File: src/rtl/lrs_pkg.sv
// Shared constants and types of the lane override reset sequencer.
// Assumes a 16-bit or wider register data path and an 8-bit register
// offset inside each lane page.
package lrs_pkg;

    // Register offsets inside a lane page
    localparam logic [7:0] OFS_TX_STAT = 8'h01;
    localparam logic [7:0] OFS_RX_STAT = 8'h02;
    localparam logic [7:0] OFS_TX_OVR  = 8'h04;
    localparam logic [7:0] OFS_RX_OVR  = 8'h05;
    // Page number of lane 0; lane n lives at page PAGE_BASE + n
    localparam logic [7:0] PAGE_BASE   = 8'h20;

    // Bit positions inside the lane registers
    localparam int BIT_HALF_RATE  = 0;
    localparam int BIT_DPLL_RST   = 11;
    localparam int BIT_RX_OVR_EN  = 14;
    localparam int BIT_TX_OVR_EN  = 15;
    localparam int DPLL_LSB       = 8;
    localparam int ATTEN_LSB      = 10;
    localparam int BIT_ATTEN_SKIP = 3;
    localparam logic [2:0] DPLL_FORCED_MODE = 3'd3;

    // Last step index of each write burst
    localparam logic [2:0] RX_LAST_STEP = 3'd4;
    localparam logic [2:0] TX_LAST_STEP = 3'd2;

    typedef enum logic [3:0] {
        ST_IDLE,
        ST_DIS_RD,
        ST_DIS_WR,
        ST_HRST,
        ST_POLL,
        ST_RX_RD,
        ST_RX_WR,
        ST_SETTLE,
        ST_TX_RD,
        ST_TX_WR,
        ST_DECIDE,
        ST_DONE
    } seq_state_e;

    typedef struct packed {
        logic       ok;
        logic       online;
        logic [1:0] det;
    } hr_result_t;

endpackage

File: src/rtl/lrs_budget.sv
// Down-counting budget: loads LIMIT, counts down on dec, stops at zero.
// Used for both the retry budget and the half-rate poll budget.
module lrs_budget #(
    parameter int LIMIT = 100,
    parameter int CW    = $clog2(LIMIT + 1)
) (
    input  logic          clk,
    input  logic          rst_n,
    input  logic          load,
    input  logic          dec,
    output logic [CW-1:0] left
);

    // Holds the remaining budget
    always_ff @(posedge clk) begin
        if (!rst_n) begin
            left <= '0;
        end else if (load) begin
            left <= CW'(LIMIT);
        end else if (dec && (left != '0)) begin
            left <= left - CW'(1);
        end
    end

endmodule

File: src/rtl/lrs_settle_timer.sv
// Settle interval timer: a prescaler of TICK_CYCLES clock cycles drives a
// tick counter that stops at SETTLE_TICKS. Load restarts the interval;
// expired stays high until the next load.
module lrs_settle_timer #(
    parameter int TICK_CYCLES  = 250000,
    parameter int SETTLE_TICKS = 15
) (
    input  logic clk,
    input  logic rst_n,
    input  logic load,
    output logic expired
);

    localparam int PW = (TICK_CYCLES > 1) ? $clog2(TICK_CYCLES) : 1;
    localparam int TW = $clog2(SETTLE_TICKS + 1);

    logic [PW-1:0] pre_q;
    logic [TW-1:0] ticks_q;

    // Advances the prescaler and the tick count until the interval ends
    always_ff @(posedge clk) begin
        if (!rst_n) begin
            pre_q   <= '0;
            ticks_q <= '0;
        end else if (load) begin
            pre_q   <= '0;
            ticks_q <= '0;
        end else if (ticks_q != TW'(SETTLE_TICKS)) begin
            if (pre_q == PW'(TICK_CYCLES - 1)) begin
                pre_q   <= '0;
                ticks_q <= ticks_q + TW'(1);
            end else begin
                pre_q <= pre_q + PW'(1);
            end
        end
    end

    // Interval over once all ticks are counted
    always_comb expired = (ticks_q == TW'(SETTLE_TICKS));

endmodule

File: src/rtl/lrs_bus_map.sv
// Decodes the sequencer state into the register access request and the
// hard-reset request, and builds each override word from the last
// snapshot read. Purely combinational; every word depends only on the
// snapshot, the step index and the latched attenuation.
module lrs_bus_map
    import lrs_pkg::*;
#(
    parameter int ADDR_W = 16,
    parameter int DATA_W = 16,
    parameter int LANE_W = 2
) (
    input  seq_state_e        state,
    input  logic [2:0]        step,
    input  logic [DATA_W-1:0] snap,
    input  logic [3:0]        atten,
    input  logic [LANE_W-1:0] lane,
    output logic              reg_req,
    output logic              reg_wr,
    output logic [ADDR_W-1:0] reg_addr,
    output logic [DATA_W-1:0] reg_wdata,
    output logic              hr_req
);

    logic [7:0]        ofs;
    logic [7:0]        page;
    logic [DATA_W-1:0] rx_en;
    logic [DATA_W-1:0] rx_mode;
    logic [DATA_W-1:0] tx_en;
    logic [DATA_W-1:0] tx_full;

    // Request, direction and register offset for each state
    always_comb begin
        reg_req = 1'b0;
        reg_wr  = 1'b0;
        ofs     = OFS_RX_STAT;
        hr_req  = 1'b0;
        unique case (state)
            ST_DIS_RD: begin reg_req = 1'b1; ofs = OFS_RX_STAT; end
            ST_DIS_WR: begin reg_req = 1'b1; reg_wr = 1'b1; ofs = OFS_RX_OVR; end
            ST_HRST:   hr_req = 1'b1;
            ST_POLL:   begin reg_req = 1'b1; ofs = OFS_RX_STAT; end
            ST_RX_RD:  begin reg_req = 1'b1; ofs = OFS_RX_STAT; end
            ST_RX_WR:  begin reg_req = 1'b1; reg_wr = 1'b1; ofs = OFS_RX_OVR; end
            ST_TX_RD:  begin reg_req = 1'b1; ofs = OFS_TX_STAT; end
            ST_TX_WR:  begin reg_req = 1'b1; reg_wr = 1'b1; ofs = OFS_TX_OVR; end
            default:   ;
        endcase
    end

    // Lane page selects the upper address byte
    always_comb begin
        page     = PAGE_BASE + 8'(lane);
        reg_addr = {(ADDR_W - 8)'(page), ofs};
    end

    // Intermediate override words derived from the snapshot
    always_comb begin
        rx_en                        = snap;
        rx_en[BIT_RX_OVR_EN]         = 1'b1;
        rx_mode                      = rx_en;
        rx_mode[DPLL_LSB +: 3]       = DPLL_FORCED_MODE;
        tx_en                        = snap;
        tx_en[BIT_TX_OVR_EN]         = 1'b1;
        tx_full                      = tx_en;
        tx_full[ATTEN_LSB +: 3]      = tx_en[ATTEN_LSB +: 3] | atten[2:0];
    end

    // Selects the word written in the current state and step
    always_comb begin
        reg_wdata = '0;
        if (state == ST_DIS_WR) begin
            reg_wdata                = snap;
            reg_wdata[BIT_RX_OVR_EN] = 1'b0;
        end else if (state == ST_RX_WR) begin
            unique case (step)
                3'd0: begin
                    reg_wdata                = snap;
                    reg_wdata[BIT_RX_OVR_EN] = 1'b0;
                end
                3'd1: reg_wdata = rx_en;
                3'd2: reg_wdata = rx_mode;
                3'd3: begin
                    reg_wdata               = rx_mode;
                    reg_wdata[BIT_DPLL_RST] = 1'b1;
                end
                default: begin
                    reg_wdata               = rx_mode;
                    reg_wdata[BIT_DPLL_RST] = 1'b0;
                end
            endcase
        end else if (state == ST_TX_WR) begin
            unique case (step)
                3'd0: begin
                    reg_wdata                = snap;
                    reg_wdata[BIT_TX_OVR_EN] = 1'b0;
                end
                3'd1:    reg_wdata = tx_en;
                default: reg_wdata = tx_full;
            endcase
        end
    end

endmodule

File: src/rtl/lrs_ctrl.sv
// Main state machine of the lane override reset sequencer. Walks one
// attempt (release, hard reset, half-rate poll, receive override, settle,
// optional transmit override) and decides whether to retry. Assumes the
// register engine acknowledges each access with a one-cycle reg_ack and
// the link-reset unit ends each reset with a one-cycle hr_done.
module lrs_ctrl
    import lrs_pkg::*;
#(
    parameter int DATA_W = 16,
    parameter int LANE_W = 2
) (
    input  logic              clk,
    input  logic              rst_n,
    input  logic              start,
    input  logic [LANE_W-1:0] lane,
    input  logic [3:0]        tx_atten,
    input  logic              reg_ack,
    input  logic [DATA_W-1:0] reg_rdata,
    input  logic              hr_done,
    input  hr_result_t        hr_res,
    input  logic              timer_expired,
    input  logic              retry_empty,
    input  logic              poll_last,
    output seq_state_e        state,
    output logic [2:0]        step,
    output logic [DATA_W-1:0] snap,
    output logic [LANE_W-1:0] lane_q,
    output logic [3:0]        atten_q,
    output logic              timer_load,
    output logic              retry_load,
    output logic              retry_dec,
    output logic              poll_load,
    output logic              poll_dec,
    output logic              busy,
    output logic              done,
    output logic              online
);

    hr_result_t res_q;
    logic       finish;

    // Run ends on a failed status read, no device, link up or no budget
    always_comb begin
        finish = !res_q.ok || (res_q.det == 2'b00) || res_q.online || retry_empty;
    end

    // Sequencing of one run through its attempts
    always_ff @(posedge clk) begin
        if (!rst_n) begin
            state   <= ST_IDLE;
            step    <= '0;
            snap    <= '0;
            lane_q  <= '0;
            atten_q <= '0;
            res_q   <= '0;
            online  <= 1'b0;
        end else begin
            unique case (state)
                ST_IDLE: begin
                    if (start) begin
                        lane_q  <= lane;
                        atten_q <= tx_atten;
                        online  <= 1'b0;
                        state   <= ST_DIS_RD;
                    end
                end
                ST_DIS_RD: begin
                    if (reg_ack) begin
                        snap  <= reg_rdata;
                        state <= ST_DIS_WR;
                    end
                end
                ST_DIS_WR: begin
                    if (reg_ack) state <= ST_HRST;
                end
                ST_HRST: begin
                    if (hr_done) begin
                        res_q <= hr_res;
                        state <= ST_POLL;
                    end
                end
                ST_POLL: begin
                    if (reg_ack && !(reg_rdata[BIT_HALF_RATE] && !poll_last)) begin
                        state <= ST_RX_RD;
                    end
                end
                ST_RX_RD: begin
                    if (reg_ack) begin
                        snap  <= reg_rdata;
                        step  <= '0;
                        state <= ST_RX_WR;
                    end
                end
                ST_RX_WR: begin
                    if (reg_ack) begin
                        if (step == RX_LAST_STEP) begin
                            step  <= '0;
                            state <= ST_SETTLE;
                        end else begin
                            step <= step + 3'd1;
                        end
                    end
                end
                ST_SETTLE: begin
                    if (timer_expired) begin
                        state <= atten_q[BIT_ATTEN_SKIP] ? ST_DECIDE : ST_TX_RD;
                    end
                end
                ST_TX_RD: begin
                    if (reg_ack) begin
                        snap  <= reg_rdata;
                        step  <= '0;
                        state <= ST_TX_WR;
                    end
                end
                ST_TX_WR: begin
                    if (reg_ack) begin
                        if (step == TX_LAST_STEP) begin
                            step  <= '0;
                            state <= ST_DECIDE;
                        end else begin
                            step <= step + 3'd1;
                        end
                    end
                end
                ST_DECIDE: begin
                    if (finish) begin
                        online <= res_q.online;
                        state  <= ST_DONE;
                    end else begin
                        state <= ST_DIS_RD;
                    end
                end
                default: state <= ST_IDLE;
            endcase
        end
    end

    // Strobes to the budgets and the settle timer
    always_comb begin
        retry_load = (state == ST_IDLE) && start;
        retry_dec  = (state == ST_DECIDE) && !finish;
        poll_load  = (state == ST_HRST) && hr_done;
        poll_dec   = (state == ST_POLL) && reg_ack;
        timer_load = (state == ST_RX_WR) && reg_ack && (step == RX_LAST_STEP);
        busy       = (state != ST_IDLE);
        done       = (state == ST_DONE);
    end

endmodule

File: src/rtl/sata_lane_reset_seq.sv
// Top of the lane override reset sequencer. Wraps each hard reset of one
// SATA port with the release and re-application of the lane overrides
// and retries under a bounded budget. Assumes one port per instance and
// a register engine that serialises accesses from several instances.
module sata_lane_reset_seq
    import lrs_pkg::*;
#(
    parameter int ADDR_W       = 16,
    parameter int DATA_W       = 16,
    parameter int LANE_W       = 2,
    parameter int MAX_RETRY    = 100,
    parameter int POLL_LIMIT   = 1000,
    parameter int TICK_CYCLES  = 250000,
    parameter int SETTLE_TICKS = 15
) (
    input  logic              clk,
    input  logic              rst_n,
    input  logic              start,
    input  logic [LANE_W-1:0] lane,
    input  logic [3:0]        tx_atten,
    output logic              reg_req,
    output logic              reg_wr,
    output logic [ADDR_W-1:0] reg_addr,
    output logic [DATA_W-1:0] reg_wdata,
    input  logic              reg_ack,
    input  logic [DATA_W-1:0] reg_rdata,
    output logic              hr_req,
    input  logic              hr_done,
    input  logic              hr_online,
    input  logic              hr_stat_ok,
    input  logic [1:0]        hr_det,
    output logic              online,
    output logic              done
);

    localparam int RCW = $clog2(MAX_RETRY + 1);
    localparam int PCW = $clog2(POLL_LIMIT + 1);

    seq_state_e        state;
    logic [2:0]        step;
    logic [DATA_W-1:0] snap;
    logic [LANE_W-1:0] lane_q;
    logic [3:0]        atten_q;
    logic              timer_load, timer_expired;
    logic              retry_load, retry_dec, poll_load, poll_dec;
    logic              busy;
    logic [RCW-1:0]    retry_left;
    logic [PCW-1:0]    poll_left;
    hr_result_t        hr_res;

    // Packs the link-reset verdict for the controller
    always_comb hr_res = '{ok: hr_stat_ok, online: hr_online, det: hr_det};

    lrs_ctrl #(
        .DATA_W (DATA_W),
        .LANE_W (LANE_W)
    ) ctrl_i (
        .clk           (clk),
        .rst_n         (rst_n),
        .start         (start),
        .lane          (lane),
        .tx_atten      (tx_atten),
        .reg_ack       (reg_ack),
        .reg_rdata     (reg_rdata),
        .hr_done       (hr_done),
        .hr_res        (hr_res),
        .timer_expired (timer_expired),
        .retry_empty   (retry_left == '0),
        .poll_last     (poll_left == PCW'(1)),
        .state         (state),
        .step          (step),
        .snap          (snap),
        .lane_q        (lane_q),
        .atten_q       (atten_q),
        .timer_load    (timer_load),
        .retry_load    (retry_load),
        .retry_dec     (retry_dec),
        .poll_load     (poll_load),
        .poll_dec      (poll_dec),
        .busy          (busy),
        .done          (done),
        .online        (online)
    );

    lrs_bus_map #(
        .ADDR_W (ADDR_W),
        .DATA_W (DATA_W),
        .LANE_W (LANE_W)
    ) map_i (
        .state     (state),
        .step      (step),
        .snap      (snap),
        .atten     (atten_q),
        .lane      (lane_q),
        .reg_req   (reg_req),
        .reg_wr    (reg_wr),
        .reg_addr  (reg_addr),
        .reg_wdata (reg_wdata),
        .hr_req    (hr_req)
    );

    lrs_settle_timer #(
        .TICK_CYCLES  (TICK_CYCLES),
        .SETTLE_TICKS (SETTLE_TICKS)
    ) timer_i (
        .clk     (clk),
        .rst_n   (rst_n),
        .load    (timer_load),
        .expired (timer_expired)
    );

    lrs_budget #(
        .LIMIT (MAX_RETRY),
        .CW    (RCW)
    ) retry_i (
        .clk   (clk),
        .rst_n (rst_n),
        .load  (retry_load),
        .dec   (retry_dec),
        .left  (retry_left)
    );

    lrs_budget #(
        .LIMIT (POLL_LIMIT),
        .CW    (PCW)
    ) poll_i (
        .clk   (clk),
        .rst_n (rst_n),
        .load  (poll_load),
        .dec   (poll_dec),
        .left  (poll_left)
    );

endmodule

File: config.mk
export PLATFORM = sky130hd
export DESIGN_NAME = sata_lane_reset_seq
export DESIGN_NICKNAME = d
export VERILOG_FILES = /design/src/rtl/lrs_pkg.sv /design/src/rtl/lrs_budget.sv /design/src/rtl/lrs_settle_timer.sv /design/src/rtl/lrs_bus_map.sv /design/src/rtl/lrs_ctrl.sv /design/src/rtl/sata_lane_reset_seq.sv
export SDC_FILE = /design/constraint.sdc
export NUM_CORES = 1
export LEC_CHECK = 0
export ABC_AREA = 1
export BUFFER_PORTS_ARGS = -buffer_cell sky130_fd_sc_hd__buf_2
export CAP_MARGIN = 20
export CORE_UTILIZATION = 57
export DETAILED_ROUTE_END_ITERATION = 7
export PLACE_DENSITY = 0.81
export SLEW_MARGIN = 20
export SYNTH_ARGS = -nofsm -noshare
export SYNTH_HDL_FRONTEND = slang
export SYNTH_SLANG_ARGS = --single-unit
File: constraint.sdc
create_clock -name clk -period 2.1 [get_ports clk]
set_clock_uncertainty 0.1 [all_clocks]
set_input_delay 0.21 -clock clk [delete_from_list [all_inputs] [get_ports clk]]
set_output_delay 0.21 -clock clk [all_outputs]
set_load 0.03 [all_outputs]
==> results of run 1 <==
[what timing repair did]
item / 4_1_cts / 5_1_grt
buffers inserted: 3 / 4
hold endpoints to repair: 6 / 0
resized for setup: 17 / 32
endpoints found under the setup margin: 16 / 19
pin swaps: 0 / 9
hold buffers: 6 / 0
[cell type report]
cell class,count,area share (%)
Clock buffer,10,2.634
Tap cell,96,2.479
Timing Repair Buffer,74,9.375
Multi-Input combinational cell,429,46.88
Inverter,85,6.767
Sequential cell,73,30.42
Clock inverter,4,1.446
[flip-flops by register name (all words and copies together) (netlist names)]
register	flops
ctrl_i.atten_q	4
ctrl_i.lane_q	2
ctrl_i.online	1
ctrl_i.res_q	4
ctrl_i.snap	16
ctrl_i.state	4
ctrl_i.step	3
poll_i.left	10
retry_i.left	7
timer_i.pre_q	18
timer_i.ticks_q	4
[placed cells by master, fill, tap and decap left out, types with 2 or more instances in the layout]
cell and instances:
sky130_fd_sc_hd__dlygate4sd3_1 6, sky130_fd_sc_hd__clkinv_2 2, sky130_fd_sc_hd__nand4_1 4, sky130_fd_sc_hd__nand2_2 5
sky130_fd_sc_hd__ha_1 6, sky130_fd_sc_hd__nor2_1 82, sky130_fd_sc_hd__nand2_4 2, sky130_fd_sc_hd__nor2_2 11
sky130_fd_sc_hd__nand3_1 38, sky130_fd_sc_hd__o21ai_1 4, sky130_fd_sc_hd__xor2_1 14, sky130_fd_sc_hd__inv_4 2
sky130_fd_sc_hd__nand3_2 2, sky130_fd_sc_hd__a31oi_1 3, sky130_fd_sc_hd__a21oi_1 43, sky130_fd_sc_hd__a21oi_2 2
sky130_fd_sc_hd__ha_2 4, sky130_fd_sc_hd__inv_2 6, sky130_fd_sc_hd__buf_6 3, sky130_fd_sc_hd__bufinv_16 2
sky130_fd_sc_hd__o21ai_2 2, sky130_fd_sc_hd__nand3b_1 4, sky130_fd_sc_hd__clkbuf_8 9, sky130_fd_sc_hd__dfxtp_2 4
sky130_fd_sc_hd__a21oi_4 2, sky130_fd_sc_hd__inv_1 75, sky130_fd_sc_hd__o211ai_1 4, sky130_fd_sc_hd__nand2_1 114
sky130_fd_sc_hd__xnor2_1 2, sky130_fd_sc_hd__conb_1 11, sky130_fd_sc_hd__o21ai_0 36, sky130_fd_sc_hd__buf_4 14
sky130_fd_sc_hd__nor2_4 5, sky130_fd_sc_hd__dfxtp_4 2, sky130_fd_sc_hd__o21bai_1 2, sky130_fd_sc_hd__buf_2 51
sky130_fd_sc_hd__nor3_1 15, sky130_fd_sc_hd__dfxtp_1 67
[kinds of logic (layout without fill, tap and decap cells)]
| group | Yosys count | count (layout) |
|---|---|---|
| adder cells (fa/ha/maj) | 11 | 11 |
| flip-flops | 73 | 73 |
| other | 2 | 11 |
| AND/OR/NAND/NOR | 288 | 288 |
| buffers and inverters | 107 | 173 |
| XOR/XNOR | 16 | 16 |
| AO/OA/AOI/OAI | 103 | 103 |
[where the power goes]
group,switching [W],internal (W)
sequential,0.000144,0.00159
combinational,0.00126,0.000639
clock,0.000490,0.000652
[final timing paths]
check	depth (start not counted)	to	slack, ns	from
max	8	reg_wdata[11]	0.03	ctrl_i.step[0]
min	3	ctrl_i.snap[6]	0.04	reg_rdata[6]
max reg2reg	9	poll_i.left[6]	0.06	poll_i.left[0]
min reg2reg	2	ctrl_i.snap[2]	0.36	ctrl_i.snap[2]
[critical path, stage by stage (launching register included)]
cell and delay (ns):
sky130_fd_sc_hd__dfxtp_4 0.39, sky130_fd_sc_hd__inv_4 0.05, sky130_fd_sc_hd__ha_4 0.15, sky130_fd_sc_hd__or2_4 0.29, sky130_fd_sc_hd__o311ai_4 0.21, sky130_fd_sc_hd__nand3_1 0.10
sky130_fd_sc_hd__nand2_1 0.07, sky130_fd_sc_hd__inv_1 0.04, sky130_fd_sc_hd__buf_6 0.13
[stage by stage]
stage | cell area [um^2] | util, % | hold WS (ns) | setup TNS [ns] | total power (W)
final | 4845 | 70.53 | 0.03658 | 0 | 0.004779
after global routing | 4845 | 70.53 | 0.03747 | -0.2764 | 0.005107
after CTS | 4720 | 68.71 | 0.03655 | -0.004457 | 0.004656
after detailed placement | 4399 | 64.04 | 0.3392 | 0 | 0.003443
after global placement | 4399 | 64.04 | 0.3326 | 0 | 0.003398
after floorplan | 4120 | - | 0.2449 | -0.02574 | 0.003074
[metal layers]
metal  wire [um]  GRT usage (%)  up-vias
li1            -              -     2034
met1        4109          32.46     1825
met2        4687          45.96      121
met3         501          5.048       16
met4         168          12.27        0
met5           0              0        -
==> impl_table.tex, run 1 <==
\begin{tabular}{lr}
\hline
Metric & Value \\
\hline
\multicolumn{2}{l}{\textbf{Outcome}} \\
\quad Run status & finished clean \\
\multicolumn{2}{l}{\textbf{STA}} \\
\quad Worst path setup slack after routing & 0.02506 ns \\
\quad Number of hold-slack violations in the final timing report & 0 \\
\quad Maximum clock rate & 481.9 MHz \\
\quad Clock period minus worst slack & between 2 and 2.5 ns \\
\quad Max Slew Vio Count & 0 \\
\quad Tcrit/Tclk final & 98.81\% \\
\quad Final setup fails & 0 \\
\quad Setup repair after global routing missed its margin & true \\
\multicolumn{2}{l}{\textbf{Clock tree}} \\
\quad Clock buffers created by TritonCTS & 9 \\
\quad Clock insertion delay at the later pin of the skew report & 0.35 ns \\
\quad \# clock sinks & 73 \\
\quad Root Buffer & sky130\_fd\_sc\_hd\_\_clkbuf\_8 \\
\quad CTS tree & yes \\
\quad Max H-tree Level & 3 \\
\quad Clock transition at the registers of the reported paths & around 0.070 ns \\
\quad Number of buffers on the longest clock path & 2 \\
\multicolumn{2}{l}{\textbf{Yosys}} \\
\quad Most common cell in the netlist & sky130\_fd\_sc\_hd\_\_nand2\_1 \\
\quad Number of warnings issued by yosys & 0 \\
\quad Most frequently used flop master after synthesis & sky130\_fd\_sc\_hd\_\_dfxtp\_1 \\
\quad Parity-gate share of the synthesized area counting xor and xnor cells & 3.429\% \\
\quad Top-area cell type share of the netlist area & between 30\% and 40\% \\
\quad Proportion of register bits with asynchronous set or reset after synthesis & 0\% \\
\quad Simple-gate share of the synthesized area & a little under a third \\
\quad Top cells by area, synth & sky130\_fd\_sc\_hd\_\_dfxtp\_1 (36\%), sky130\_fd\_sc\_hd\_\_nand2\_1 (11\%), sky130\_fd\_sc\_hd\_\_nor2\_1 (7.9\%) \\
\quad Synthesized cell area & 0.004086 mm\^{}2 \\
\quad Multiplexer share of the synthesized area & 0\% \\
\quad Count of state elements after synthesis & between 70 and 80 \\
\quad Top cell types by occurrence after synthesis & sky130\_fd\_sc\_hd\_\_nand2\_1 (116), sky130\_fd\_sc\_hd\_\_nor2\_1 (86), sky130\_fd\_sc\_hd\_\_inv\_1 (81) \\
\quad Number of instances in the synthesized netlist & 600 \\
\quad EDFF count, synth & 0 \\
\quad Compound-gate portion of the synthesized area & 13.96\% \\
\quad Adder and majority cell fraction of the synthesized area & $\sim$3.4\% \\
\quad Main combinational cell family by area after synthesis & simple AND/OR/NAND/NOR gates \\
\quad Leading area contributor after synthesis & sky130\_fd\_sc\_hd\_\_dfxtp\_1 \\
\quad Distinct cell type count of the synthesized netlist & 44 \\
\quad Average cell area after synthesis & 6.811 um\^{}2 \\
\quad Share of the yosys chip area belonging to registers & 35.76\% \\
\multicolumn{2}{l}{\textbf{Layout}} \\
\quad Total inserted antenna cells & 0 \\
\quad NumNets Final & 714 \\
\quad Synth-to-layout area growth & 18.55\% \\
\quad Filler-free cell count of the finished design & approximately 770 \\
\quad Total area of sequential cells & approximately 0.0015 mm\^{}2 \\
\quad Area of the multi-input gates & $\sim$0.0023 mm\^{}2 \\
\quad Filler cell count in the final layout & 583 \\
\quad Share of final-layout standard cells stronger than drive strength 1 & 20.59\% \\
\multicolumn{2}{l}{\textbf{Power}} \\
\quad Static power due to leakage & approximately 2.3 nW \\
\quad Maximum VDD drop & 0.4979 mV \\
\quad Total power divided by cell area & 986.5 mW/mm\^{}2 \\
\multicolumn{2}{l}{\textbf{Global route}} \\
\quad Via count of the first global-routing pass & 3707 \\
\quad Global-route usage over all layers & 26.76\% \\
\quad Remaining global-route overflow & 0 \\
\quad Antenna violations before repair & 0 \\
\quad Wire length of the first global-routing pass & 15.94 mm \\
\quad Largest net degree at the start of global routing & 37 \\
\multicolumn{2}{l}{\textbf{Place}} \\
\quad Count of buffers inserted at the top-level ports & 56 \\
\quad Total half-perimeter wirelength after legalization and detailed placement & 6.869 mm \\
\quad Placer's final routability congestion estimate & just over 0.9 \\
\quad Placed instance count & 744 \\
\quad Placement-stage worst setup slack & 0.09182 ns \\
\multicolumn{2}{l}{\textbf{Routing}} \\
\quad Antenna-violating nets left & 0 \\
\quad Detailed-routing iteration count for the pre-antenna-repair pass & 5 \\
\quad Routed wire length & 9.467 mm \\
\quad Average wire per cell in the routed design & 12.28 um \\
\quad Number of violations reported at the end of detailed-routing iteration 0 & 198 \\
\quad Residual DRC count & 0 \\
\quad Via Count & 3996 \\
\quad Avg Vias per Cell & 5.183 \\
\multicolumn{2}{l}{\textbf{Floorplanning}} \\
\quad Die extent in y & between 80 and 90 um \\
\quad Initial cell density of the core & 59.49\% \\
\quad Die ar. & roughly 0.0075 mm\^{}2 \\
\quad Total number of placement rows & 30 \\
\quad DIE WIDTH & 86.67 um \\
\quad Std-Cell Core Area & 0.006869 mm\^{}2 \\
\quad Top Ports & 68 \\
\multicolumn{2}{l}{\textbf{Critical path}} \\
\quad Startpoint type of the worst setup path & flop \\
\quad Maximum fanout count along the critical path & 4 \\
\quad Setup crit end kind & output port \\
\quad Critical path type & reg -> out \\
\quad Critical path data required time & 1.79 ns \\
\quad CP Data Arrival Time & roughly 1.8 ns \\
\multicolumn{2}{l}{\textbf{Flow run}} \\
\quad Maximum capacitance violations & 0 \\
\multicolumn{2}{l}{\textbf{Worst hold path}} \\
\quad Worst hold path class & in -> reg \\
\hline
\end{tabular}
No activity file was read; power rests on OpenSTA's default activity.
==> run 2, diff against run 1 <==
--- a/config.mk
+++ b/config.mk
@@ -5,12 +5,12 @@
 export SDC_FILE = /design/constraint.sdc
 export NUM_CORES = 1
 export LEC_CHECK = 0
-export ABC_AREA = 1
+export ABC_AREA = 0
 export BUFFER_PORTS_ARGS = -buffer_cell sky130_fd_sc_hd__buf_2
 export CAP_MARGIN = 20
-export CORE_UTILIZATION = 57
+export CORE_UTILIZATION = 56
 export DETAILED_ROUTE_END_ITERATION = 7
-export PLACE_DENSITY = 0.81
+export PLACE_DENSITY = 0.8
 export SLEW_MARGIN = 20
 export SYNTH_ARGS = -nofsm -noshare
 export SYNTH_HDL_FRONTEND = slang
==> run 2 against run 1 <==
The flow now finishes with violations (negative setup slack). Clock-buffer cell count did not move. Worst setup slack worse by 0.10 ns. Global-route usage up 1.0 points. Clock power is 16% higher. Synthesized area fell by 3.9%. Combinational power fell by 23%. Non-clock buffer count increased by 39. Critical endpoint is now reg_wdata[9]. Largest cell class unchanged.
==> impl_table.tex, run 2 <==
\begin{tabular}{lr}
\hline
Metric & Value \\
\hline
\multicolumn{2}{l}{\textbf{Flow run}} \\
\quad Maximum capacitance violations & 0 (unchanged) \\
\multicolumn{2}{l}{\textbf{STA}} \\
\quad Clock period minus worst slack & 2.179 ns (+0.1041 ns) \\
\quad Setup repair after global routing missed its margin & true \\
\quad Maximum clock rate & 458.9 MHz (-4.8\%) \\
\quad Tcrit/Tclk final & 103.8\% (+5.0 points) \\
\quad Final setup fails & 4 (+4) \\
\quad Worst path setup slack after routing & -0.07905 ns (-0.1041 ns) \\
\quad Max Slew Vio Count & 0 (unchanged) \\
\quad Number of hold-slack violations in the final timing report & 0 (unchanged) \\
\multicolumn{2}{l}{\textbf{Yosys}} \\
\quad Most common cell in the netlist & sky130\_fd\_sc\_hd\_\_dfxtp\_1 \\
\quad Proportion of register bits with asynchronous set or reset after synthesis & 0\% (unchanged) \\
\quad Main combinational cell family by area after synthesis & simple AND/OR/NAND/NOR gates \\
\quad Average cell area after synthesis & 8.405 um\^{}2 (+23\%) \\
\quad Top-area cell type share of the netlist area & 37.23\% (+1.5 points) \\
\quad Multiplexer share of the synthesized area & 5.610\% (+5.6 points) \\
\quad Distinct cell type count of the synthesized netlist & 61 (+39\%) \\
\quad Adder and majority cell fraction of the synthesized area & 3.507\% (+0.14 points) \\
\quad Number of instances in the synthesized netlist & 467 (-22\%) \\
\quad Simple-gate share of the synthesized area & 29.36\% (-2.2 points) \\
\quad Top cells by area, synth & sky130\_fd\_sc\_hd\_\_dfxtp\_1 (37\%), sky130\_fd\_sc\_hd\_\_nor2\_1 (6.7\%), sky130\_fd\_sc\_hd\_\_mux2i\_1 (5.6\%) \\
\quad Number of warnings issued by yosys & 0 (unchanged) \\
\quad Share of the yosys chip area belonging to registers & 37.23\% (+1.5 points) \\
\quad Compound-gate portion of the synthesized area & 11.54\% (-2.4 points) \\
\quad Count of state elements after synthesis & 73 (unchanged) \\
\quad Parity-gate share of the synthesized area counting xor and xnor cells & 6.694\% (+3.3 points) \\
\quad Synthesized cell area & 0.003925 mm\^{}2 (-3.9\%) \\
\quad EDFF count, synth & 0 (unchanged) \\
\quad Most frequently used flop master after synthesis & sky130\_fd\_sc\_hd\_\_dfxtp\_1 \\
\quad Top cell types by occurrence after synthesis & sky130\_fd\_sc\_hd\_\_dfxtp\_1 (73), sky130\_fd\_sc\_hd\_\_nor2\_1 (70), sky130\_fd\_sc\_hd\_\_nand2\_1 (41) \\
\quad Leading area contributor after synthesis & sky130\_fd\_sc\_hd\_\_dfxtp\_1 \\
\multicolumn{2}{l}{\textbf{Global route}} \\
\quad Wire length of the first global-routing pass & 15.96 mm (+0.13\%) \\
\quad Global-route usage over all layers & 27.77\% (+1.0 points) \\
\quad Gr busiest metal & met2 \\
\quad Met3 routing resource usage after global routing & 4.812\% (-0.24 points) \\
\quad Largest net degree at the start of global routing & 27 (-27\%) \\
\quad Via count of the first global-routing pass & 3568 (-3.7\%) \\
\quad Remaining global-route overflow & 0 (unchanged) \\
\quad Antenna violations before repair & 0 (unchanged) \\
\quad Met2 usage & 48.80\% (+2.8 points) \\
\quad Met1 GRT Util & 30.48\% (-2.0 points) \\
\multicolumn{2}{l}{\textbf{Layout}} \\
\quad Area of the multi-input gates & 0.002405 mm\^{}2 (+5.9\%) \\
\quad Filler cell count in the final layout & 482 (-17\%) \\
\quad Commonest non-fill, non-tap cells in the layout & sky130\_fd\_sc\_hd\_\_nor2\_1 (69), sky130\_fd\_sc\_hd\_\_dfxtp\_1 (66), sky130\_fd\_sc\_hd\_\_buf\_2 (52) \\
\quad NumNets Final & 609 (-15\%) \\
\quad Total area of sequential cells & 0.001483 mm\^{}2 (+0.59\%) \\
\quad Post-route core utilization & 74.35\% (+3.8 points) \\
\quad Biggest registers after layout & timer\_i.pre\_q x18, ctrl\_i.snap x16, poll\_i.left x10 \\
\quad Total inserted antenna cells & 0 (unchanged) \\
\quad Finished layout cell area & 0.005051 mm\^{}2 (+4.3\%) \\
\quad Share of final-layout standard cells stronger than drive strength 1 & 26.80\% (+6.2 points) \\
\quad Flip-flop count of the largest register after layout & 18 (unchanged) \\
\quad Register ranked first by flip-flop count & timer\_i.pre\_q \\
\quad Most common library cell in the layout ignoring fill and taps & sky130\_fd\_sc\_hd\_\_nor2\_1 \\
\quad Synth-to-layout area growth & 28.69\% \\
\multicolumn{2}{l}{\textbf{Floorplanning}} \\
\quad Std-Cell Core Area & 0.006794 mm\^{}2 (-1.1\%) \\
\quad Die ar. & 0.007348 mm\^{}2 (-2.2\%) \\
\quad Total number of placement rows & 30 (unchanged) \\
\quad Top Ports & 68 (unchanged) \\
\quad Die extent in y & 85.72 um (-1.1\%) \\
\quad DIE WIDTH & 85.72 um (-1.1\%) \\
\quad Initial cell density of the core & 57.77\% (-1.7 points) \\
\multicolumn{2}{l}{\textbf{Worst hold path}} \\
\quad Worst hold path class & in -> reg \\
\multicolumn{2}{l}{\textbf{Clock tree}} \\
\quad \# clock sinks & 73 (unchanged) \\
\quad Root Buffer & sky130\_fd\_sc\_hd\_\_clkbuf\_8 \\
\quad Number of buffers on the longest clock path & 2 (unchanged) \\
\quad CTS tree & yes \\
\quad Clock transition at the registers of the reported paths & 0.08 ns (about the same) \\
\quad Clock buffers created by TritonCTS & 9 (unchanged) \\
\quad Clock insertion delay at the later pin of the skew report & 0.35 ns (about the same) \\
\quad Max H-tree Level & 3 (unchanged) \\
\multicolumn{2}{l}{\textbf{Routing}} \\
\quad Via Count & 3772 (-5.6\%) \\
\quad Residual DRC count & 0 (unchanged) \\
\quad Routed wire length & 10.14 mm (+7.1\%) \\
\quad Number of violations reported at the end of detailed-routing iteration 0 & 209 (+5.6\%) \\
\quad Detailed-routing iteration count for the pre-antenna-repair pass & 6 (+1) \\
\quad Average wire per cell in the routed design & 15.20 um (+24\%) \\
\quad Antenna-violating nets left & 0 (unchanged) \\
\quad Avg Vias per Cell & 5.655 (+9.1\%) \\
\multicolumn{2}{l}{\textbf{Critical path}} \\
\quad Startpoint type of the worst setup path & flop \\
\quad Critical path data required time & 1.79 ns (about the same) \\
\quad R2R Setup Slk & 0.08 ns (+0.02 ns) \\
\quad Maximum fanout count along the critical path & 5 (+1) \\
\quad Critical path type & reg -> out \\
\quad CP Data Arrival Time & 1.87 ns (+0.11 ns) \\
\quad Setup crit end kind & output port \\
\multicolumn{2}{l}{\textbf{Outcome}} \\
\quad Run status & complete, but fails checks \\
\quad Violations in the final reports & negative setup slack \\
\multicolumn{2}{l}{\textbf{Place}} \\
\quad Post-place instance area & 0.004408 mm\^{}2 (+0.20\%) \\
\quad Placer's final routability congestion estimate & 0.9082 (-0.14\%) \\
\quad Total half-perimeter wirelength after legalization and detailed placement & 6.495 mm (-5.5\%) \\
\quad Count of buffers inserted at the top-level ports & 56 (unchanged) \\
\multicolumn{2}{l}{\textbf{Power}} \\
\quad Total power divided by cell area & 882.2 mW/mm\^{}2 (-11\%) \\
\quad Static power due to leakage & 2.039 nW (-9.4\%) \\
\quad Maximum VDD drop & 0.8158 mV (+64\%) \\
\hline
\end{tabular}
run 2: cell types whose count changed after synthesis, sizes merged, moves of 9 or more:
cell and delta:
mux2i +22, a21oi -16, nand2 -80, clkbuf +9
nand3 -12, nor2 -27, nor4 +14, xnor2 +15
o21ai -27, inv -73, and2 +9
run 2: power by group:
part | internal (W) | switching, W | leakage (nW)
combinational | 0.000626 | 0.000841 | 1.33
sequential | 0.00152 | 0.000149 | 0.597
clock | 0.000783 | 0.000539 | 0.109
total | 0.00293 | 0.00153 | 2.04
run 2: cell type report:
cell class,instances,share of cell area (%)
sequential,73,29.35
multi-input combinational,359,47.61
inverter,11,0.8670
timing repair buffer,113,15.18
clock inverter,5,2.081
tap,96,2.378
clock buffer,10,2.527
run 2: repair_timing:
action,4_1_cts,5_1_grt
setup buffers,3,8
pin swaps,7,10
gates resized for setup,32,17
setup endpoints to repair,16,34
hold endpoints to repair,15,0
hold buffers,15,0
run 2: per-layer routing:
metal  share of wire [%]  up-vias  routed length, um
met1                  39     1752               3998
met3                 5.4       49                550
li1                    -     1808                  -
met2                  50      163               5060
met4                 5.2        0                531
met5                   0        -                  0
run 2: cell families after synthesis:
family	after synthesis
xor gates and xnor gates	30
muxes	22
AOI/OAI and AO/OA	68
buffers and inverters	44
and+or+nand+nor	217
adders and majority gates	11
other	2
DFF	73
run 2: worst paths after layout:
check | startpoint | endpoint | cells past startpoint
setup / recovery | ctrl_i.step[1] | reg_wdata[9] | 7
hold / removal | tx_atten[2] | ctrl_i.atten_q[2] | 3
setup reg to reg | poll_i.left[1] | poll_i.left[9] | 8
hold reg to reg | ctrl_i.lane_q[0] | ctrl_i.lane_q[0] | 2
run 2: worst max-delay path: stages (launching register included):
cell and delay (ns):
sky130_fd_sc_hd__dfxtp_4 0.38, sky130_fd_sc_hd__inv_4 0.05, sky130_fd_sc_hd__ha_4 0.18, sky130_fd_sc_hd__nor4_4 0.33
sky130_fd_sc_hd__nand2_1 0.15, sky130_fd_sc_hd__a21oi_2 0.18, sky130_fd_sc_hd__nor2_1 0.09, sky130_fd_sc_hd__buf_4 0.17
run 2: through the flow:
stage | total power, W | cells | setup WS, ns | hold WS [ns] | setup TNS, ns
after global routing | 0.004642 | 667 | -0.1373 | 0.003305 | -0.4867
final | 0.004456 | 667 | -0.07905 | 0.004518 | -0.1708
after floorplan | 0.002627 | 476 | 0.1925 | 0.2539 | 0
after detailed placement | 0.003003 | 626 | 0.03432 | 0.3448 | 0
after CTS | 0.004366 | 659 | -0.004039 | 0.0003013 | -0.004039
after global placement | 0.002959 | 626 | 0.1149 | 0.3384 | 0
==> run 3, diff against run 2 <==
==> constraint.sdc (replaced) <==
create_clock -name clk -period 2.1 [get_ports clk]
set_clock_uncertainty 0.1 [all_clocks]
set_input_delay 0.21 -clock clk [delete_from_list [all_inputs] [get_ports clk]]
set_output_delay 0.21 -clock clk [all_outputs]
set_load 0.005 [all_outputs]
==> run 3 against run 2 <==
The run now ends clean. Clock-buffer cell count increased by 2. First-iteration DRC count decreased by 13%. Core utilization decreased by 2.4 points. Die area unchanged. Worst setup slack improved by 0.15 ns. Non-clock buffer count decreased by 7.
==> impl_table.tex, run 3 (synthesis results as in run 2) <==
\begin{tabular}{lr}
\hline
Metric & Value \\
\hline
\multicolumn{2}{l}{\textbf{Outcome}} \\
\quad Run status & finished clean \\
\multicolumn{2}{l}{\textbf{Layout}} \\
\quad Most common library cell in the layout ignoring fill and taps & sky130\_fd\_sc\_hd\_\_nor2\_1 \\
\quad Register ranked first by flip-flop count & timer\_i.pre\_q \\
\quad Commonest non-fill, non-tap cells in the layout & sky130\_fd\_sc\_hd\_\_nor2\_1 (70), sky130\_fd\_sc\_hd\_\_dfxtp\_1 (64), sky130\_fd\_sc\_hd\_\_buf\_2 (56) \\
\quad Finished layout cell area & 0.004886 mm\^{}2 (-3.3\%) \\
\quad Biggest registers after layout & timer\_i.pre\_q x18, ctrl\_i.snap x16, poll\_i.left x10 \\
\quad Flip-flop count of the largest register after layout & 18 (unchanged) \\
\quad Filler cell count in the final layout & 511 (+6.0\%) \\
\quad Synth-to-layout area growth & 24.48\% \\
\quad NumNets Final & 602 (-1.1\%) \\
\quad Total inserted antenna cells & 0 (unchanged) \\
\quad Share of final-layout standard cells stronger than drive strength 1 & 25.53\% (-1.3 points) \\
\multicolumn{2}{l}{\textbf{Critical path}} \\
\quad Startpoint type of the worst setup path & flop \\
\quad Critical path data required time & 1.79 ns (about the same) \\
\quad Endpoint of the worst setup timing path & reg\_wdata[10] \\
\quad Setup crit end kind & output port \\
\quad R2R Setup Slk & 0.07 ns (about the same) \\
\quad CP Data Arrival Time & 1.72 ns (-0.15 ns) \\
\quad Source of the worst register-to-register timing path & poll\_i.left[0] \\
\quad Reg2reg path depth & 8 (unchanged) \\
\quad Critical path type & reg -> out \\
\quad Worst setup path startpoint & ctrl\_i.state[1] \\
\quad Reg-to-reg endpoint & poll\_i.left[9] \\
\quad Maximum fanout count along the critical path & 12 (+7) \\
\multicolumn{2}{l}{\textbf{Worst hold path}} \\
\quad Worst hold path class & in -> reg \\
\multicolumn{2}{l}{\textbf{STA}} \\
\quad Tcrit/Tclk final & 96.77\% (-7.0 points) \\
\quad Clock period minus worst slack & 2.032 ns (-0.1468 ns) \\
\quad Worst path setup slack after routing & 0.06778 ns (+0.1468 ns) \\
\quad Final setup fails & 0 (-4) \\
\quad Setup repair after global routing missed its margin & true \\
\quad Number of hold-slack violations in the final timing report & 0 (unchanged) \\
\quad Max Slew Vio Count & 0 (unchanged) \\
\quad Maximum clock rate & 492.1 MHz (+7.2\%) \\
\quad Hold slack final & 0.002651 ns (-0.001868 ns) \\
\multicolumn{2}{l}{\textbf{Routing}} \\
\quad Average wire per cell in the routed design & 14.76 um (-2.9\%) \\
\quad Residual DRC count & 0 (unchanged) \\
\quad Antenna-violating nets left & 0 (unchanged) \\
\quad Routed wire length & 9.741 mm (-3.9\%) \\
\quad Detailed-routing iteration count for the pre-antenna-repair pass & 4 (-2) \\
\quad Number of violations reported at the end of detailed-routing iteration 0 & 182 (-13\%) \\
\quad Via Count & 3667 (-2.8\%) \\
\quad Avg Vias per Cell & 5.556 (-1.8\%) \\
\multicolumn{2}{l}{\textbf{Clock tree}} \\
\quad Clock buffers created by TritonCTS & 9 (unchanged) \\
\quad Root Buffer & sky130\_fd\_sc\_hd\_\_clkbuf\_8 \\
\quad Clock transition at the registers of the reported paths & 0.07 ns (about the same) \\
\quad CTS tree & yes \\
\quad \# clock sinks & 73 (unchanged) \\
\quad Max H-tree Level & 3 (unchanged) \\
\quad Number of buffers on the longest clock path & 2 (unchanged) \\
\quad Clock insertion delay at the later pin of the skew report & 0.36 ns (about the same) \\
\multicolumn{2}{l}{\textbf{Place}} \\
\quad Placement-stage worst setup slack & 0.01395 ns (-0.02038 ns) \\
\quad Count of buffers inserted at the top-level ports & 56 (unchanged) \\
\quad Post-place instance area & 0.004380 mm\^{}2 (-0.62\%) \\
\quad Placer's final routability congestion estimate & 0.8526 (-6.1\%) \\
\quad Total half-perimeter wirelength after legalization and detailed placement & 6.456 mm (-0.59\%) \\
\multicolumn{2}{l}{\textbf{Global route}} \\
\quad Largest net degree at the start of global routing & 24 (-11\%) \\
\quad Global-route usage over all layers & 26.87\% (-0.90 points) \\
\quad Remaining global-route overflow & 0 (unchanged) \\
\quad Antenna violations before repair & 0 (unchanged) \\
\quad Wire length of the first global-routing pass & 15.43 mm (-3.3\%) \\
\quad Via count of the first global-routing pass & 3363 (-5.7\%) \\
\multicolumn{2}{l}{\textbf{Power}} \\
\quad Switching component of the power & 0.001333 W (-13\%) \\
\quad Static power due to leakage & 2.001 nW (-1.9\%) \\
\quad Clock power share & 27.6\% (-2.1 points) \\
\quad Switching share of power & 32.87\% (-1.4 points) \\
\quad Total power divided by cell area & 830.2 mW/mm\^{}2 (-5.9\%) \\
\quad Maximum VDD drop & 0.6548 mV (-20\%) \\
\quad Register share of total power & 40.8\% (+3.4 points) \\
\quad Internal power & 0.002723 W (-7.0\%) \\
\quad Total power consumption of the routed design & 0.004056 W (-9.0\%) \\
\quad Logic gate share of total power & 31.6\% (-1.3 points) \\
\multicolumn{2}{l}{\textbf{Floorplanning}} \\
\quad Total number of placement rows & 30 (unchanged) \\
\quad DIE WIDTH & 85.72 um (unchanged) \\
\quad Initial cell density of the core & 57.77\% (unchanged) \\
\quad Die ar. & 0.007348 mm\^{}2 (unchanged) \\
\quad Die extent in y & 85.72 um (unchanged) \\
\quad Top Ports & 68 (unchanged) \\
\quad Std-Cell Core Area & 0.006794 mm\^{}2 (unchanged) \\
\multicolumn{2}{l}{\textbf{Flow run}} \\
\quad Maximum capacitance violations & 0 (unchanged) \\
\hline
\end{tabular}
-- run 3: cell types whose count changed in the layout (fill, tap and decap cells not counted), moves of 3 or more --
cell	delta
sky130_fd_sc_hd__buf_6	-3
sky130_fd_sc_hd__buf_4	-9
sky130_fd_sc_hd__buf_2	+4
sky130_fd_sc_hd__dfxtp_2	+5
sky130_fd_sc_hd__dfxtp_4	-3
-- run 3: worst max-delay path, stage by stage (launching register included) --
cell and delay [ns]:
sky130_fd_sc_hd__dfxtp_2 0.45, sky130_fd_sc_hd__nand2b_1 0.14, sky130_fd_sc_hd__nor2_1 0.18, sky130_fd_sc_hd__buf_4 0.17
sky130_fd_sc_hd__nand2_1 0.05, sky130_fd_sc_hd__o21ai_1 0.08, sky130_fd_sc_hd__a22o_1 0.17, sky130_fd_sc_hd__buf_2 0.12
-- run 3: per-layer routing --
| layer | track usage, % | vias up | wire length (um) |
|---|---|---|---|
| met5 | 0 | - | 0 |
| met4 | 13.18 | 0 | 257 |
| met3 | 5.197 | 23 | 402 |
| met2 | 45.67 | 96 | 4951 |
| met1 | 32.58 | 1750 | 4129 |
| li1 | - | 1798 | - |
-- run 3: power by group through the flow --
stage / combinational (W) / sequential, W / clock (W)
after CTS: 0.00121 / 0.00165 / 0.00113
after detailed placement: 0.00115 / 0.00167 / 0
after global placement: 0.00112 / 0.00167 / 0
after global routing: 0.00139 / 0.00167 / 0.00122
final: 0.00128 / 0.00165 / 0.00112
after floorplan: 0.000869 / 0.00160 / 0
-- run 3: repair_timing --
action	CTS	global route
hold endpoints to repair	16	0
buffers inserted	1	5
pin swaps	1	5
endpoints found under the setup margin	15	39
resized for setup	13	21
cloned	0	0
hold buffers	16	0
-- run 3: how the worst min path moves through the flow --
| stage | from | to | slack [ns] | cells past startpoint |
|---|---|---|---|---|
| after global placement | ctrl_i.lane_q[0] | ctrl_i.lane_q[0] | 0.34 | 2 |
| after detailed placement | ctrl_i.lane_q[0] | ctrl_i.lane_q[0] | 0.34 | 2 |
| final | reg_rdata[14] | ctrl_i.snap[14] | 0.003 | 3 |
| after floorplan | reg_rdata[0] | ctrl_i.snap[0] | 0.25 | 2 |
| after CTS | hr_det[0] | ctrl_i.res_q[0] | 0.001 | 3 |
| after global routing | hr_online | ctrl_i.res_q[2] | 0.004 | 3 |
-- run 3: cell type report --
cell class / count / area [um^2] / area share, %
sequential: 73 / 1478 / 30.24
inverter: 11 / 43.79 / 0.8963
clock inverter: 3 / 40.04 / 0.8195
timing repair buffer: 106 / 695.7 / 14.24
tap: 96 / 120.1 / 2.458
multi-input combinational: 359 / 2354 / 48.17
clock buffer: 12 / 155.1 / 3.175
-- run 3: metrics by stage --
stage / TNS [ns] / util [%] / std cells
floorplan: 0 / - / 476
global placement: 0 / 64.48 / 623
detailed placement: 0 / 64.48 / 623
CTS: 0 / 70.33 / 655
global route: -0.06258 / 71.92 / 660
finish: 0 / 71.92 / 660
